`src/rtl/speed_fll_pkg.sv`:
```
package speed_fll_pkg;

    localparam int unsigned CNT_W_DEF       = 12;
    localparam int unsigned PULSE_MAX_DEF   = 48;
    localparam int unsigned SYNC_STAGES_DEF = 2;

    typedef enum logic [1:0] {
        DIR_NONE = 2'd0,
        DIR_UP   = 2'd1,
        DIR_DN   = 2'd2
    } pump_dir_e;

    // Direction of correction: long period means the motor is slow.
    function automatic pump_dir_e pump_dir(input int unsigned meas,
                                           input int unsigned refc);
        if (meas > refc)      return DIR_UP;
        else if (meas < refc) return DIR_DN;
        else                  return DIR_NONE;
    endfunction

    // Request length: absolute error, clipped to the ceiling.
    function automatic int unsigned pump_span(input int unsigned meas,
                                              input int unsigned refc,
                                              input int unsigned cap);
        int unsigned diff;
        diff = (meas > refc) ? (meas - refc) : (refc - meas);
        return (diff > cap) ? cap : diff;
    endfunction

endpackage

```
`src/rtl/fb_sync.sv`:
```
module fb_sync #(
    parameter int unsigned SYNC_STAGES = speed_fll_pkg::SYNC_STAGES_DEF
) (
    input  logic clk,
    input  logic rst,
    input  logic fb_async,
    output logic rise
);
    localparam int unsigned SH_W = SYNC_STAGES + 1;

    logic [SH_W-1:0] sh;

    always_ff @(posedge clk) begin
        if (rst) sh <= '0;
        else     sh <= {sh[SH_W-2:0], fb_async};
    end

    assign rise = sh[SYNC_STAGES-1] & ~sh[SYNC_STAGES];

    // an edge pulse lasts one cycle
    a_r1_rise_single: assert property (@(posedge clk) disable iff (rst)
        rise |=> !rise);

endmodule

```
`src/rtl/period_meter.sv`:
```
module period_meter #(
    parameter int unsigned CNT_W = speed_fll_pkg::CNT_W_DEF
) (
    input  logic             clk,
    input  logic             rst,
    input  logic             rise,
    output logic             meas_valid,
    output logic [CNT_W-1:0] meas_period
);
    localparam logic [CNT_W-1:0] CNT_MAX = '1;
    localparam logic [CNT_W-1:0] CNT_ONE = CNT_W'(1);

    logic [CNT_W-1:0] cnt;
    logic             seen;

    always_ff @(posedge clk) begin
        if (rst) begin
            cnt  <= '0;
            seen <= 1'b0;
        end else if (rise) begin
            cnt  <= CNT_ONE;
            seen <= 1'b1;
        end else if (cnt != CNT_MAX) begin
            cnt  <= cnt + CNT_ONE;
        end
    end

    assign meas_valid  = rise & seen;
    assign meas_period = cnt;

    // a saturated count stays saturated until the next edge
    a_r2_no_wrap: assert property (@(posedge clk) disable iff (rst)
        (cnt == CNT_MAX && !rise) |=> cnt == CNT_MAX);

    // no valid measurement before a first edge has been seen
    a_r8_first_edge_silent: assert property (@(posedge clk) disable iff (rst)
        (!seen && !rise) |=> !meas_valid);

endmodule

```
`src/rtl/pump_ctrl.sv`:
```
module pump_ctrl
    import speed_fll_pkg::*;
#(
    parameter int unsigned CNT_W     = CNT_W_DEF,
    parameter int unsigned PULSE_MAX = PULSE_MAX_DEF
) (
    input  logic             clk,
    input  logic             rst,
    input  logic             rise,
    input  logic             meas_valid,
    input  logic [CNT_W-1:0] meas_period,
    input  logic [CNT_W-1:0] div_sel,
    input  logic             loop_en,
    output logic             pump_up,
    output logic             pump_dn,
    output logic             force_high
);
    localparam int unsigned PW_W = $clog2(PULSE_MAX + 1);
    localparam logic [PW_W-1:0] PW_CAP = PW_W'(PULSE_MAX);
    localparam logic [PW_W-1:0] PW_ONE = PW_W'(1);

    logic [CNT_W-1:0] ref_q;
    logic [PW_W-1:0]  pw;
    pump_dir_e        dir_q;
    logic             force_q;

    always_ff @(posedge clk) begin
        if (rst) begin
            ref_q   <= '0;
            pw      <= '0;
            dir_q   <= DIR_NONE;
            force_q <= 1'b1;
        end else begin
            if (rise) ref_q <= div_sel;
            if (meas_valid) begin
                force_q <= 1'b0;
                dir_q   <= pump_dir(int'(meas_period), int'(ref_q));
            end
            if (!loop_en)
                pw <= '0;
            else if (meas_valid)
                pw <= PW_W'(pump_span(int'(meas_period), int'(ref_q), PULSE_MAX));
            else if (pw != '0)
                pw <= pw - PW_ONE;
        end
    end

    assign pump_up    = loop_en && (pw != '0) && (dir_q == DIR_UP);
    assign pump_dn    = loop_en && (pw != '0) && (dir_q == DIR_DN);
    assign force_high = force_q;

    // never charge and discharge together
    a_r3_exclusive: assert property (@(posedge clk) disable iff (rst)
        !(pump_up && pump_dn));

    // request length never exceeds the ceiling
    a_r4_pulse_cap: assert property (@(posedge clk) disable iff (rst)
        pw <= PW_CAP);

    // start-up hold, once released, stays released
    a_r6_force_sticky: assert property (@(posedge clk) disable iff (rst)
        !force_high |=> !force_high);

    // start-up hold persists until a measurement completes
    a_r6_force_hold: assert property (@(posedge clk) disable iff (rst)
        (force_high && !meas_valid) |=> force_high);

    // reference changes only at feedback edges
    a_r7_ref_hold: assert property (@(posedge clk) disable iff (rst)
        !rise |=> $stable(ref_q));

endmodule

```
`src/rtl/speed_fll_cmp.sv`:
```
module speed_fll_cmp
    import speed_fll_pkg::*;
#(
    parameter int unsigned CNT_W       = CNT_W_DEF,
    parameter int unsigned PULSE_MAX   = PULSE_MAX_DEF,
    parameter int unsigned SYNC_STAGES = SYNC_STAGES_DEF
) (
    input  logic             clk,
    input  logic             rst,
    input  logic             fb_pulse,
    input  logic             loop_en,
    input  logic [CNT_W-1:0] div_sel,
    output logic             pump_up,
    output logic             pump_dn,
    output logic             pump_oe,
    output logic             force_high
);
    logic             rise;
    logic             meas_valid;
    logic [CNT_W-1:0] meas_period;

    fb_sync #(.SYNC_STAGES(SYNC_STAGES)) u_sync (
        .clk      (clk),
        .rst      (rst),
        .fb_async (fb_pulse),
        .rise     (rise)
    );

    period_meter #(.CNT_W(CNT_W)) u_meter (
        .clk         (clk),
        .rst         (rst),
        .rise        (rise),
        .meas_valid  (meas_valid),
        .meas_period (meas_period)
    );

    pump_ctrl #(.CNT_W(CNT_W), .PULSE_MAX(PULSE_MAX)) u_pump (
        .clk         (clk),
        .rst         (rst),
        .rise        (rise),
        .meas_valid  (meas_valid),
        .meas_period (meas_period),
        .div_sel     (div_sel),
        .loop_en     (loop_en),
        .pump_up     (pump_up),
        .pump_dn     (pump_dn),
        .force_high  (force_high)
    );

    assign pump_oe = loop_en;

    // a disabled pump drives no request
    a_r5_hiz_quiet: assert property (@(posedge clk) disable iff (rst)
        !pump_oe |-> (!pump_up && !pump_dn));

    // reset leaves the block requesting full drive and no pump action
    a_r9_reset_state: assert property (@(posedge clk)
        rst |=> (force_high && !pump_up && !pump_dn));

endmodule

```
`config.mk`:
```
export PLATFORM = sky130hd
export DESIGN_NAME = speed_fll_cmp
export DESIGN_NICKNAME = d
export VERILOG_FILES = /design/src/rtl/speed_fll_pkg.sv /design/src/rtl/fb_sync.sv /design/src/rtl/period_meter.sv /design/src/rtl/pump_ctrl.sv /design/src/rtl/speed_fll_cmp.sv
export SDC_FILE = /design/constraint.sdc
export NUM_CORES = 1
export LEC_CHECK = 0
export BUFFER_PORTS_ARGS = -buffer_cell sky130_fd_sc_hd__buf_2
export CORE_UTILIZATION = 55
export CTS_CLUSTER_DIAMETER = 40
export CTS_CLUSTER_SIZE = 12
export DETAILED_ROUTE_END_ITERATION = 8
export HOLD_SLACK_MARGIN = 0.08
export MAX_ROUTING_LAYER = met4
export PLACE_DENSITY = 0.73
export SLEW_MARGIN = 15
export SYNTH_ARGS = -nofsm -noshare
export SYNTH_HDL_FRONTEND = slang
export SYNTH_SLANG_ARGS = --single-unit
```
`constraint.sdc`:
```
create_clock -name clk -period 3 [get_ports clk]
set_clock_uncertainty 0.1 [all_clocks]
set_input_delay 0.6 -clock clk [delete_from_list [all_inputs] [get_ports clk]]
set_output_delay 0.6 -clock clk [all_outputs]
set_load 0.02 [all_outputs]
```
; ---- Word-level counts from Yosys, hierarchy flattened
; Index checks and enable logic that the tools add are counted.
[classes]
add_sub_neg = 4
magnitude_cmp = 3
eq_ne = 3
n_mux = 8
bitwise_logic = 4
reduce_logical = 8
[ops]
columns = op, n
row1 = 32-bit by 6-bit > comparator with 1-bit output (second input constant), 1
row2 = 32-bit 2-to-1 mux, 1
row3 = 12-bit by 12-bit subtractor with 13-bit output, 2
row4 = 6-bit 2-to-1 mux, 3
row5 = 12-bit by 1-bit adder with 12-bit output (second input constant), 1
row6 = 12-bit > comparator, 1
row7 = 12-bit less-than comparator, 1
row8 = 12-bit inequality test (second input constant), 1
row9 = 6-bit nonzero test, 1
row10 = 6-bit by 1-bit subtractor with 6-bit output (second input constant), 1
row11 = 2-bit 2-to-1 mux, 2
row12 = 2-bit nonzero test, 2
row13 = 2-bit OR reduction, 2
row14 = 1-bit logical AND, 3
row15 = 1-bit AND, 2
row16 = 2-bit by 1-bit == test with 1-bit output (second input constant), 1
row17 = 2-bit == test (second input constant), 1
row18 = 1-bit 2-to-1 mux, 2
row19 = 1-bit inverter, 2
[totals]
regBits = 37
input_bits = 16
output_inout_bits = 4
elab_cells = 38

; ---- Longest topological paths before layout
; Gate-level depths: netlist of the first run.
[logic_depth]
ltp_word = 5
mapped_depth = 12
ltp_nobuf = 12

; ---- By module
; A second synthesis of the first run with hierarchy kept.
[unflattened]
cells_unflattened = 378
area_unflattened_um2 = 3123.0
[by_module_without_submodules]
columns = mod, instances, cells_per_inst, area_each_um2, seq_area_each_um2
row1 = pump_ctrl, 1, 300, 2406.1, 420.4
row2 = period_meter, 1, 70, 621.8, 260.2
row3 = fb_sync, 1, 7, 87.6, 60.1
row4 = speed_fll_cmp, 1, 1, 7.5, 0.0

; ---- Worst setup path after synthesis of the first run
; Ideal clock, no wire load.
[synth_timing]
path_kind = register to register
start = reg u_meter.cnt[1] (netlist: u_meter.meas_period[1])
end = reg u_pump.pw[4]
setup_ns = 0.119
arrival_time_ns = 2.494
t_required_ns = 2.781
slack_ns = 0.287
stages_incl_launch_ff = 11
path_buffers = 0
synth_period_minus_slack_ns = 2.713
path_cell_list = dfxtp_1 inv_1 ha_1 nor2b_4 o31a_1 or3_4 a21oi_4 o211ai_1 nor4_2 a31oi_4 o221a_1
[synth_via]
elab_chain_len = 5
elab_cells_between_ends = 7
cone_classes = 2 x add/sub / 2 x order compare / 3 x mux
[synth_lines]
columns = item, line
row1 = start: declaration, period_meter.sv:13  ; logic [CNT_W-1:0] cnt;
row2 = start signal: assignment, period_meter.sv:24  ; cnt <= cnt + CNT_ONE;
row3 = 12-bit by 12-bit subtractor with 13-bit output or 12-bit > comparator (tied branches), speed_fll_pkg.sv:26  ; diff = (meas > refc) ? (meas - refc) : (refc - meas);
row4 = 32-bit 2-to-1 mux (*), speed_fll_pkg.sv:26
row5 = 32-bit by 6-bit > comparator with 1-bit output, speed_fll_pkg.sv:27  ; return (diff > cap) ? cap : diff;
row6 = 6-bit 2-to-1 mux (*), speed_fll_pkg.sv:27
row7 = 6-bit 2-to-1 mux (*), pump_ctrl.sv:41  ; else if (meas_valid)
row8 = end signal: assignment, pump_ctrl.sv:42  ; pw <= PW_W'(pump_span(int'(meas_period), int'(ref_q), PULSE_MAX));
row9 = end signal: assignment, pump_ctrl.sv:44  ; pw <= pw - PW_ONE;
row10 = end: declaration, pump_ctrl.sv:23  ; logic [PW_W-1:0] pw;
; Every way passes the cells marked *; elsewhere a longest branch is shown, timed or not.
; A chain may end at the register's enable or synchronous reset.

; ---- Worst setup path after layout of the first run
[layout_timing]
start = reg u_meter.cnt[2] (netlist: u_meter.meas_period[2])
end = reg u_pump.pw[0]
; Same word-level chain as after synthesis.

==> summary.txt, run 1 <==
Cells and area
  – Final Net Count: 460
  – Final antenna diode count: 0
  – Finished Cell Area: 3400 um^2
  – Area Growth Syn to Fin: 11.0%
  – Ratio of cells with drive above 1 in the final layout: 0.163

Timing
  – Fmax achieved: between 300 and 400 MHz
  – Final Hold Viols: 0
  – Final setup viols: 0
  – Slew @ Worst Pin: about 460 ps
  – Max Transition Viols Final: 0
  – Setup TNS: 0 ps
  – Fin crit share: 0.930
  – Rel. slew slack: 0.692
  – Setup repair after global routing missed its margin: no
  – Setup ws final: 211 ps
  – Final Critical Period: between 2000 and 3000 ps

Critical path
  – Crit-path max cell delay: a little under 400 ps
  – Cell Chain, Critical Path: inv_1 > ha_1 > o21a_1 > o31a_1 > or3_4 > a21oi_4 > nor2_2 > a2111oi_4 > or3_1 > o22ai_1
  – Crit path max-delay family: compound AO/OA/AOI/OAI gates
  – FF-to-FF End: u_pump.pw[0]
  – Critical Path Start: u_meter.meas_period[2]
  – CP required: about 3000 ps
  – Worst Path Buf+Inv: 1
  – Startpoint types: flop
  – Worst Path Class, Setup: flop to flop
  – Critical Path End Type: flop
  – R2r setup slk: roughly 210 ps
  – Arrival @ worst endpoint: 2870 ps
  – R2R depth: 10
  – Critical-path top delay cell: a2111oi_4
  – Largest fanout on the critical path: 9
  – Worst r2r src: u_meter.meas_period[2]

Synth
  – Synth area leaders: dfxtp_1 (24%), ha_1 (11%), a21oi_1 (6.2%)
  – Cell area after synthesis: about 3100 um^2
  – Synthesis Warnings: 0
  – Synth async-reset ratio: 0
  – Mapped Nets: 437
  – Synthesized flop and latch total: 37
  – Mapped Cells: slightly below 400
  – Post-synth top area share: 0.242
  – Sequential fraction of the synthesis area: 0.242
  – Synth cell types: between 60 and 70
  – Area leader, netlist: dfxtp_1
  – Primary FF master, synth: dfxtp_1
  – EDFF count, synth: 0
  – Syn_area_per_cell: 7.82 um^2

Floorplan
  – IO Pins: 20
  – Chip width: approximately 77 um
  – Core Box Area: ~5200 um^2
  – Full die area: between 5000 and 6000 um^2
  – Starting Density: 0.585
  – Die height: roughly 77 um
  – Num rows: 26

Min path
  – Hold Path End: u_sync.sh[1]
  – Hold Path Class: flop to flop
  – Hold Path Stages: 1
  – Hold path startpoint: u_sync.sh[0]

Global routing
  – Largest net degree at the start of global routing: 22
  – Gr usage total: 0.261
  – Congestion Overflow GR: 0
  – First-pass GRT wire length: between 10000 and 15000 um
  – Vias in the first global route: about 2600
  – Initial antenna violation count: 0

Clock tree
  – H-tree Lvls: 2
  – Root Buffer Master: clkbuf_8
  – Deepest clock path buffer count: 2
  – CTS buffer count: 5
  – Hold buffer count at CTS: 0
  – Clk_lat worst skew: a little under 300 ps
  – Clk sinks: 37
  – Worst-path clk slew: 80 ps
  – CTS tree: built
  – # resized after CTS: 0
  – Total setup buffers inserted after CTS: 0

Drt
  – WL/cell: 14.6 um
  – Pre-Repair DR Iteration Count: 6
  – Vias after detailed routing: around 2800
  – DR iter-0 viols: roughly 190
  – Residual DRC count: 0
  – Final wirelength: 7100 um
  – Antenna viol nets, final: 0
  – Vias/cell: 5.67

Status
  – Status: complete, no violations

Placement
  – GPL Wtd Cong: about 0.95
  – Port buffer count: 19
  – Placement Cell Area: between 3000 and 4000 um^2
  – DP HPWL: ~5500 um
  – Post-Place Setup Slack: approximately 100 ps

Run
  – Max-cap violation count: 0

Power and ir drop
  – Power per cell area: between 500 and 600 nW/um^2
  – Peak supply drop: 378 uV
  – Pleak: approximately 0.0013 uW
==> per-stage QoR <==
stage / hold WS (ps) / utilization / cells / total power, uW
after detailed placement: 336 / 0.623 / 478 / 1310
after CTS: 354 / 0.645 / 486 / 1770
after global placement: 326 / 0.623 / 478 / 1310
final: 349 / 0.649 / 486 / 1770
after global routing: 375 / 0.649 / 486 / 1890
after floorplan: 314 / - / 392 / 1170
==> cell usage after synthesis (3+ instances only) <==
library cell and number:
o21ai_1 6, a21oi_1 38, buf_2 4, o211ai_1 5, xnor2_1 15, a21o_1 6, mux2i_1 3, nor3_1 11
xor2_1 5, nand3_1 13, a211oi_1 4, nor3b_1 3, clkbuf_1 8, ha_1 27, nand2_1 50, nor2_1 20
inv_1 35, and2_1 6, o21ai_0 14, nor2b_1 11, or3_1 5, dfxtp_1 37, a21oi_2 3, nand4_1 5
buf_4 4, o21a_1 3, nand2b_1 5
==> worst max path at each step <==
stage	cells after the start	endpoint	slack (ps)
floorplan	10	u_pump.pw[4]	290
global placement	11	u_pump.pw[5]	160
detailed placement	10	u_pump.pw[4]	100
CTS	11	u_pump.pw[4]	50
global route	10	u_pump.pw[2]	9
finish	10	u_pump.pw[0]	210
==> registers in the layout, summed over array words and instances (netlist names) <==
signal,flops
u_pump.force_high,1
u_meter.seen,1
u_pump.ref_q,12
u_pump.dir_q,2
u_sync.sh,3
u_pump.pw,6
u_meter.meas_period,12
==> placed cells by master (no fill, tap or decap), types with 6 or more instances in the layout <==
cell type  synthesis  layout
nor2b_1           11      11
buf_2              4      19
xnor2_1           15      15
nand3_1           13      13
inv_1             35      35
o21ai_1            6       7
clkbuf_8           0       6
ha_1              27      26
nor3_1            11      11
o21ai_0           14      13
a21oi_1           38      38
a21o_1             6       6
and2_1             6       6
nor2_1            20      20
dfxtp_1           37      37
nand2_1           50      50
buf_4              4      14
==> per-layer routing <==
| layer | wire length (um) | GRT usage | up-vias |
|---|---|---|---|
| met2 | 3280 | 0.406 | 60 |
| met1 | 3430 | 0.343 | 1276 |
| met4 | 97 | 0.102 | 0 |
| met3 | 293 | 0.0335 | 8 |
| met5 | 0 | - | - |
| li1 | - | - | 1410 |
==> area by class of cell <==
cell class	instances	area, um^2
flip-flops and latches	37	741
fillers	460	1840
clock inverters	1	30.0
repair buffers	33	200
inverters	35	131
multi-input cells	303	2120
well taps	70	87.6
clock buffers	7	86.3
==> where the power goes <==
part / leakage [uW] / switching (uW) / internal [uW]
clock network: 0.0000585 / 177 / 271
logic: 0.000971 / 412 / 333
registers: 0.000301 / 39.1 / 539
total: 0.00133 / 628 / 1140
==> cells by family (layout without fill, tap and decap cells) <==
kind of cell	count (synthesis)	count (layout)	synth area share
and+or+nand+nor	141	141	0.234
buffers and inverters	52	76	0.0727
xor gates and xnor gates	20	20	0.0572
AOI/OAI and AO/OA	109	109	0.258
adders and majority gates	29	29	0.123
muxes	4	4	0.0135
DFF	37	37	0.242
Power figures use the tool's default switching activity.
==> run 2, diff against run 1 <==
Settings changed: CELL_PAD_IN_SITES_DETAIL_PLACEMENT set to 1, CELL_PAD_IN_SITES_GLOBAL_PLACEMENT set to 2, CORE_UTILIZATION 55 to 37, PLACE_DENSITY 0.73 to 0.85.
==> run 2 against run 1 <==
  * Sequential cell count is the same
  * Power shrank 0.52%
  * Maximum frequency shrank 3.3%
  * Critical path type unchanged
  * Non-clock buffer count grew 9
  * Sequential share of layout area shrank 0.56 points
  * Die area grew 47%
  * Combinational power grew 7.1%
  * First-iteration DRC count shrank 38%
  * Cell count grew 8.4%
  * Sequential power grew 0.9%
  * Final area grew 3.3%
  * Register-to-register slack lost 90 ps
==> summary.txt, run 2 (synthesized netlist as in run 1, its figures left out) <==
Global routing
  – Gr usage total: 0.213 (-0.0478)
  – Vias in the first global route: 2800 (+8.9%)
  – First-pass GRT wire length: 14000 um (+17%)
  – Largest net degree at the start of global routing: 22 (unchanged)
  – Initial antenna violation count: 0 (unchanged)
  – Congestion Overflow GR: 0 (unchanged)

Power and ir drop
  – Peak supply drop: 196 uV (-48%)
  – Pleak: 0.00137 uW (+3.1%)
  – Post-route total power: 1760 uW (-0.52%)
  – Power per cell area: 501 nW/um^2 (-3.7%)

Drt
  – Residual DRC count: 0 (unchanged)
  – Pre-Repair DR Iteration Count: 4 (-2)
  – Vias/cell: 5.37 (-5.2%)
  – Final wirelength: 8660 um (+22%)
  – Vias after detailed routing: 2831 (+2.8%)
  – WL/cell: 16.4 um (+13%)
  – DR iter-0 viols: 115 (-38%)
  – Antenna viol nets, final: 0 (unchanged)

Cells and area
  – FF/Latch Area: 746 um^2 (+0.68%)
  – Ratio of cells with drive above 1 in the final layout: 0.200 (+0.0365)
  – Final-layout fill cell count: 985 (+110%)
  – Finished Cell Area: 3510 um^2 (+3.3%)
  – Final core utilization: 0.446 (-0.204)
  – Final Net Count: 469 (+2.0%)
  – Area of the multi-input gates: 2150 um^2 (+1.0%)
  – Final antenna diode count: 0 (unchanged)
  – Most frequent cells in the layout: nand2_1 (50), a21oi_1 (38), inv_1 (35), dfxtp_1 (35), ha_1 (24)
  – Area Growth Syn to Fin: 14.7%
  – Commonest non-fill, non-tap cell in the layout: nand2_1

Floorplan
  – Die height: 93.0 um (+21%)
  – Core Box Area: 7890 um^2 (+51%)
  – Num rows: 32 (+23%)
  – Starting Density: 0.388 (-0.197)
  – Chip width: 93.0 um (+21%)
  – Full die area: 8650 um^2 (+47%)
  – IO Pins: 20 (unchanged)

Timing
  – Final Hold Viols: 0 (unchanged)
  – Slew @ Worst Pin: 483 ps (+21.0 ps)
  – Fmax achieved: 347 MHz (-3.3%)
  – Final setup viols: 0 (unchanged)
  – Max Transition Viols Final: 0 (unchanged)
  – Rel. slew slack: 0.678 (-0.0140)
  – Final Critical Period: 2880 ps (+94.2 ps)
  – Fin crit share: 0.961 (+0.0314)
  – Final Hold Slack: 342 ps (-6.96 ps)

Placement
  – GPL Wtd Cong: 0.889 (-6.5%)
  – DP HPWL: 6980 um (+27%)
  – Port buffer count: 19 (unchanged)
  – Placement Cell Area: 3350 um^2 (+2.8%)

Clock tree
  – Clk sinks: 37 (unchanged)
  – Clk_lat worst skew: 300 ps (about the same)
  – CTS tree: built
  – CTS buffer count: 5 (unchanged)
  – Worst-path clk slew: 80 ps (about the same)
  – H-tree Lvls: 2 (unchanged)
  – Deepest clock path buffer count: 2 (unchanged)
  – Root Buffer Master: clkbuf_8

Min path
  – Hold Path Class: flop to flop

Critical path
  – Arrival @ worst endpoint: 2980 ps (+110 ps)
  – Cell Chain, Critical Path: inv_1 > ha_1 > nor2b_4 > o31a_1 > or3_4 > a21oi_4 > o211ai_1 > nor4_2 > a31oi_4 > o221a_1
  – Crit-path max cell delay: 380 ps (about the same)
  – Largest fanout on the critical path: 7 (-2)
  – Worst Path Class, Setup: flop to flop
  – Startpoint types: flop
  – Critical Path End Type: flop
  – CP required: 3100 ps (+20 ps)
  – Critical-path top delay cell: dfxtp_4

Status
  – Status: complete, no violations

Run
  – Max-cap violation count: 0 (unchanged)
==> run 2: changes by cell type in the layout (fill, tap and decap cells not counted), sizes merged <==
cell	delta
buf	+9
clkinv	+2
bufinv	-1
clkbuf	-1
==> run 2: repair_timing <==
action / 4_1_cts / 5_1_grt
endpoints found under the setup margin: 3 / 6
resized for setup: 1 / 14
endpoints found under the hold margin: 0 / 0
hold buffers: 0 / 0
cloned: 0 / 0
pin swaps: 0 / 3
buffers inserted: 0 / 2
==> run 2: per-layer routing <==
metal  part of all wire  track usage  wire [um]  vias up
met5                  0            -          0        -
met4              0.011       0.0513         99        0
met3              0.023       0.0268        203        7
met2               0.49        0.363       4240       33
met1               0.47        0.268       4110     1368
li1                   -            -          -     1423
==> run 2: per-stage QoR <==
stage | setup WS (ps) | instances | TNS [ps]
CTS | 38.2 | 525 | 0
global placement | 54.1 | 517 | 0
floorplan | 287 | 392 | 0
finish | 117 | 527 | 0
global route | -33.1 | 527 | -75.1
detailed placement | -17.8 | 517 | -34.6
==> run 2: worst paths after layout <==
path                                              from      endpoint  slack [ps]  depth (start not counted)
worst max-delay path            u_meter.meas_period[1]  u_pump.pw[5]         120                         10
worst min register to register            u_sync.sh[0]  u_sync.sh[1]         340                          1
worst max register to register  u_meter.meas_period[1]  u_pump.pw[5]         120                         10
worst min-delay path                      u_sync.sh[0]  u_sync.sh[1]         340                          1
==> run 2: power breakdown <==
group | switching [uW] | leakage, uW | total, uW | internal (uW)
sequential | 43.5 | 0.000302 | 583 | 540
clock | 195 | 0.0000512 | 382 | 186
combinational | 442 | 0.00102 | 798 | 356
total | 681 | 0.00137 | 1760 | 1080
==> run 2: worst max-delay path, delay by kind of cell, from the launching register on <==
family                     cells  cell delay (ps)
AOI/OAI and AO/OA              5             1030
buffers and inverters          1               50
adders and majority gates      1              330
DFF                            1              380
and+or+nand+nor                3              900
==> run 2: layout make-up <==
class                   instances  area share
well taps                     102      0.0363
inverters                      35      0.0374
multi-input cells             303       0.611
flip-flops and latches         37       0.212
clock inverters                 2     0.00392
repair buffers                 42      0.0762
clock buffers                   6      0.0235
==> run 3, diff against run 2 <==
Settings changed: CORE_UTILIZATION 37 to 33, PLACE_DENSITY 0.85 to 0.81.
Clock period 3 ns to 2.6 ns, I/O delays scaled along.
==> run 3 against run 2 <==
  * The flow now finishes with violations (negative setup slack)
  * Sequential power rose by 15%
  * Count of clock-buffer cells in the layout rose by 1
  * Die area rose by 12%
  * Cell count rose by 9.7%
  * Sequential share of layout area fell by 2.6 points
  * Sequential cell count did not move
  * First-iteration DRC count fell by 25%
  * Combinational power rose by 30%
  * Non-clock buffer count rose by 45
  * Critical path depth rose by 2
  * Utilization rose by 0.93 points
  * Largest cell class unchanged
  * Highest routed layer unchanged
==> summary.txt, run 3 (synthesized netlist as in run 1, its figures left out) <==
Clock tree
  – CTS tree: built
  – Hold buffer count at CTS: 0 (unchanged)
  – Clk sinks: 37 (unchanged)
  – Root Buffer Master: clkbuf_8
  – Deepest clock path buffer count: 2 (unchanged)
  – H-tree Lvls: 2 (unchanged)
  – CTS buffer count: 5 (unchanged)
  – Clk_lat worst skew: 290 ps (about the same)
  – Worst-path clk slew: 80 ps (about the same)

Floorplan
  – Die height: 98.4 um (+5.8%)
  – IO Pins: 20 (unchanged)
  – Num rows: 34 (+6.3%)
  – Core Box Area: 8850 um^2 (+12%)
  – Chip width: 98.4 um (+5.8%)
  – Starting Density: 0.346 (-0.0422)
  – Full die area: 9670 um^2 (+12%)

Min path
  – Hold path startpoint: u_sync.sh[0]
  – Hold Path Class: flop to flop

Timing
  – Setup ws final: -181 ps (-298 ps)
  – Slew @ Worst Pin: 515 ps (+32.2 ps)
  – Fin crit share: 1.07 (+0.109)
  – Rel. slew slack: 0.657 (-0.0215)
  – Fmax achieved: 360 MHz (+3.7%)
  – Final Critical Period: 2780 ps (-102 ps)
  – Setup repair after global routing missed its margin: yes
  – Final Hold Viols: 0 (unchanged)
  – Max Transition Viols Final: 0 (unchanged)
  – Final setup viols: 6 (+6)

Drt
  – WL/cell: 17.3 um (+5.2%)
  – Vias after detailed routing: 3046 (+7.6%)
  – Antenna viol nets, final: 0 (unchanged)
  – Residual DRC count: 0 (unchanged)
  – Final wirelength: 9990 um (+15%)
  – DR iter-0 viols: 86 (-25%)
  – Pre-Repair DR Iteration Count: 4 (unchanged)
  – Vias/cell: 5.27 (-1.9%)

Critical path
  – R2R depth: 12 (+2)
  – FF-to-FF End: u_pump.pw[5]
  – Setup crit end: u_pump.pw[5]
  – R2r setup slk: -180 ps (-300 ps)
  – Critical Path End Type: flop
  – Startpoint types: flop
  – Worst r2r src: u_pump.ref_q[0]
  – Critical Path Start: u_pump.ref_q[0]
  – CP required: 2740 ps (-360 ps)
  – Worst Path Class, Setup: flop to flop
  – Largest fanout on the critical path: 6 (-1)
  – Arrival @ worst endpoint: 2920 ps (-60 ps)

Power and ir drop
  – Peak supply drop: 222 uV (+13%)
  – P_sw: 826 uW (+21%)
  – Internal power: 1420 uW (+31%)
  – Pleak: 0.00162 uW (+18%)
  – Clock power frac: 0.238 (+0.021)
  – Seq pwr share: 0.299 (-0.032)
  – Sw frac: 0.368 (-0.0183)
  – Gate power share: 0.462 (+0.009)
  – Power per cell area: 558 nW/um^2 (+11%)

Cells and area
  – Most frequent cells in the layout: buf_4 (66), nand2_1 (50), a21oi_1 (36)
  – Final Net Count: 514 (+9.6%)
  – Ratio of cells with drive above 1 in the final layout: 0.311 (+0.111)
  – Commonest non-fill, non-tap cell in the layout: buf_4
  – Final antenna diode count: 0 (unchanged)
  – Final-layout fill cell count: 1121 (+14%)
  – Cell Count, Final, Fillers Out: 578 (+9.7%)
  – Area Growth Syn to Fin: 31.4%

Global routing
  – Largest net degree at the start of global routing: 21 (-4.5%)
  – M2 GR Usage: 0.387 (+0.0234)
  – Gr usage total: 0.224 (+0.0112)
  – First-pass GRT wire length: 16400 um (+17%)
  – Congestion Overflow GR: 0 (unchanged)
  – GR Util met1: 0.262 (-0.00674)
  – GRT busiest layer: met2
  – Vias in the first global route: 3236 (+16%)
  – Initial antenna violation count: 0 (unchanged)
  – Routing usage on met3: 0.0315 (+0.00467)

Placement
  – Post-Place Setup Slack: -350 ps (-332 ps)
  – GPL Wtd Cong: 0.859 (-3.4%)
  – Port buffer count: 19 (unchanged)
  – DP HPWL: 7580 um (+8.6%)
  – Placed insts: 558 (+7.9%)

Run
  – Max-cap violation count: 0 (unchanged)

Status
  – Failing checks: negative setup slack
  – Status: finished, violations left
run 3: cell types whose count changed in the layout (fill, tap and decap cells not counted), moves of 3 or more:
cell / before / now
buf_4: 23 / 66
ha_4: 0 / 6
ha_1: 24 / 19
dfxtp_1: 35 / 32
dfxtp_2: 1 / 4
nand3_1: 13 / 10
nand3_2: 0 / 3
run 3: area by class of cell:
class	instances	area (um^2)	share of cell area
inverter	35	131	0.0326
tap	108	135	0.0336
multi-input combinational	303	2280	0.566
timing repair buffer	87	613	0.152
clock buffer	7	86.3	0.0214
sequential	37	749	0.186
clock inverter	1	30.0	0.00746
run 3: repair_timing:
action                                  in CTS  in global routing
endpoints found under the setup margin       6                  6
pin swaps                                   18                 14
setup buffers                               11                  1
gates resized for setup                     28                 10
run 3: how the worst min path moves through the flow:
| stage | endpoint | slack (ps) | cells after the start |
|---|---|---|---|
| 2_1_floorplan | u_sync.sh[1] | 310 | 1 |
| 3_3_place_gp | u_sync.sh[1] | 320 | 1 |
| 3_5_place_dp | u_sync.sh[1] | 330 | 1 |
| 4_1_cts | u_sync.sh[0] | 340 | 2 |
| 5_1_grt | u_sync.sh[0] | 350 | 2 |
| 6_report | u_sync.sh[1] | 340 | 1 |
run 3: power by group through the flow:
stage	Combinational (uW)	Clock (uW)	Sequential [uW]
6_report	1040	535	672
3_5_place_dp	930	0	686
5_1_grt	1150	581	683
2_1_floorplan	674	0	673
3_3_place_gp	902	0	682
4_1_cts	1010	553	673
run 3: layer usage:
layer	up-vias	wire length (um)
li1	1513	-
met1	1468	4460
met2	41	5070
met3	24	196
met4	0	264
met5	-	0
run 3: per-stage QoR:
stage                     power, uW   util  setup TNS, ps  area, um^2  hold slack (ps)
after detailed placement       1620  0.410          -1900        3630              328
after CTS                      2240  0.447           -860        3950              341
after floorplan                1350      -              0        3070              314
final                          2250  0.455           -836        4030              343
after global routing           2420  0.455          -1620        4030              354
after global placement         1580  0.410           -913        3630              320
run 3: worst max-delay path: stages (launching register included):
cell and delay (ps):
dfxtp_2 350, inv_2 50, ha_4 160, fa_2 400
nand4b_1 220, nand4_1 190, buf_4 160, a31oi_4 110
xnor2_2 170, a221oi_4 310, nor4_4 70, a31oi_4 230
o221a_1 220
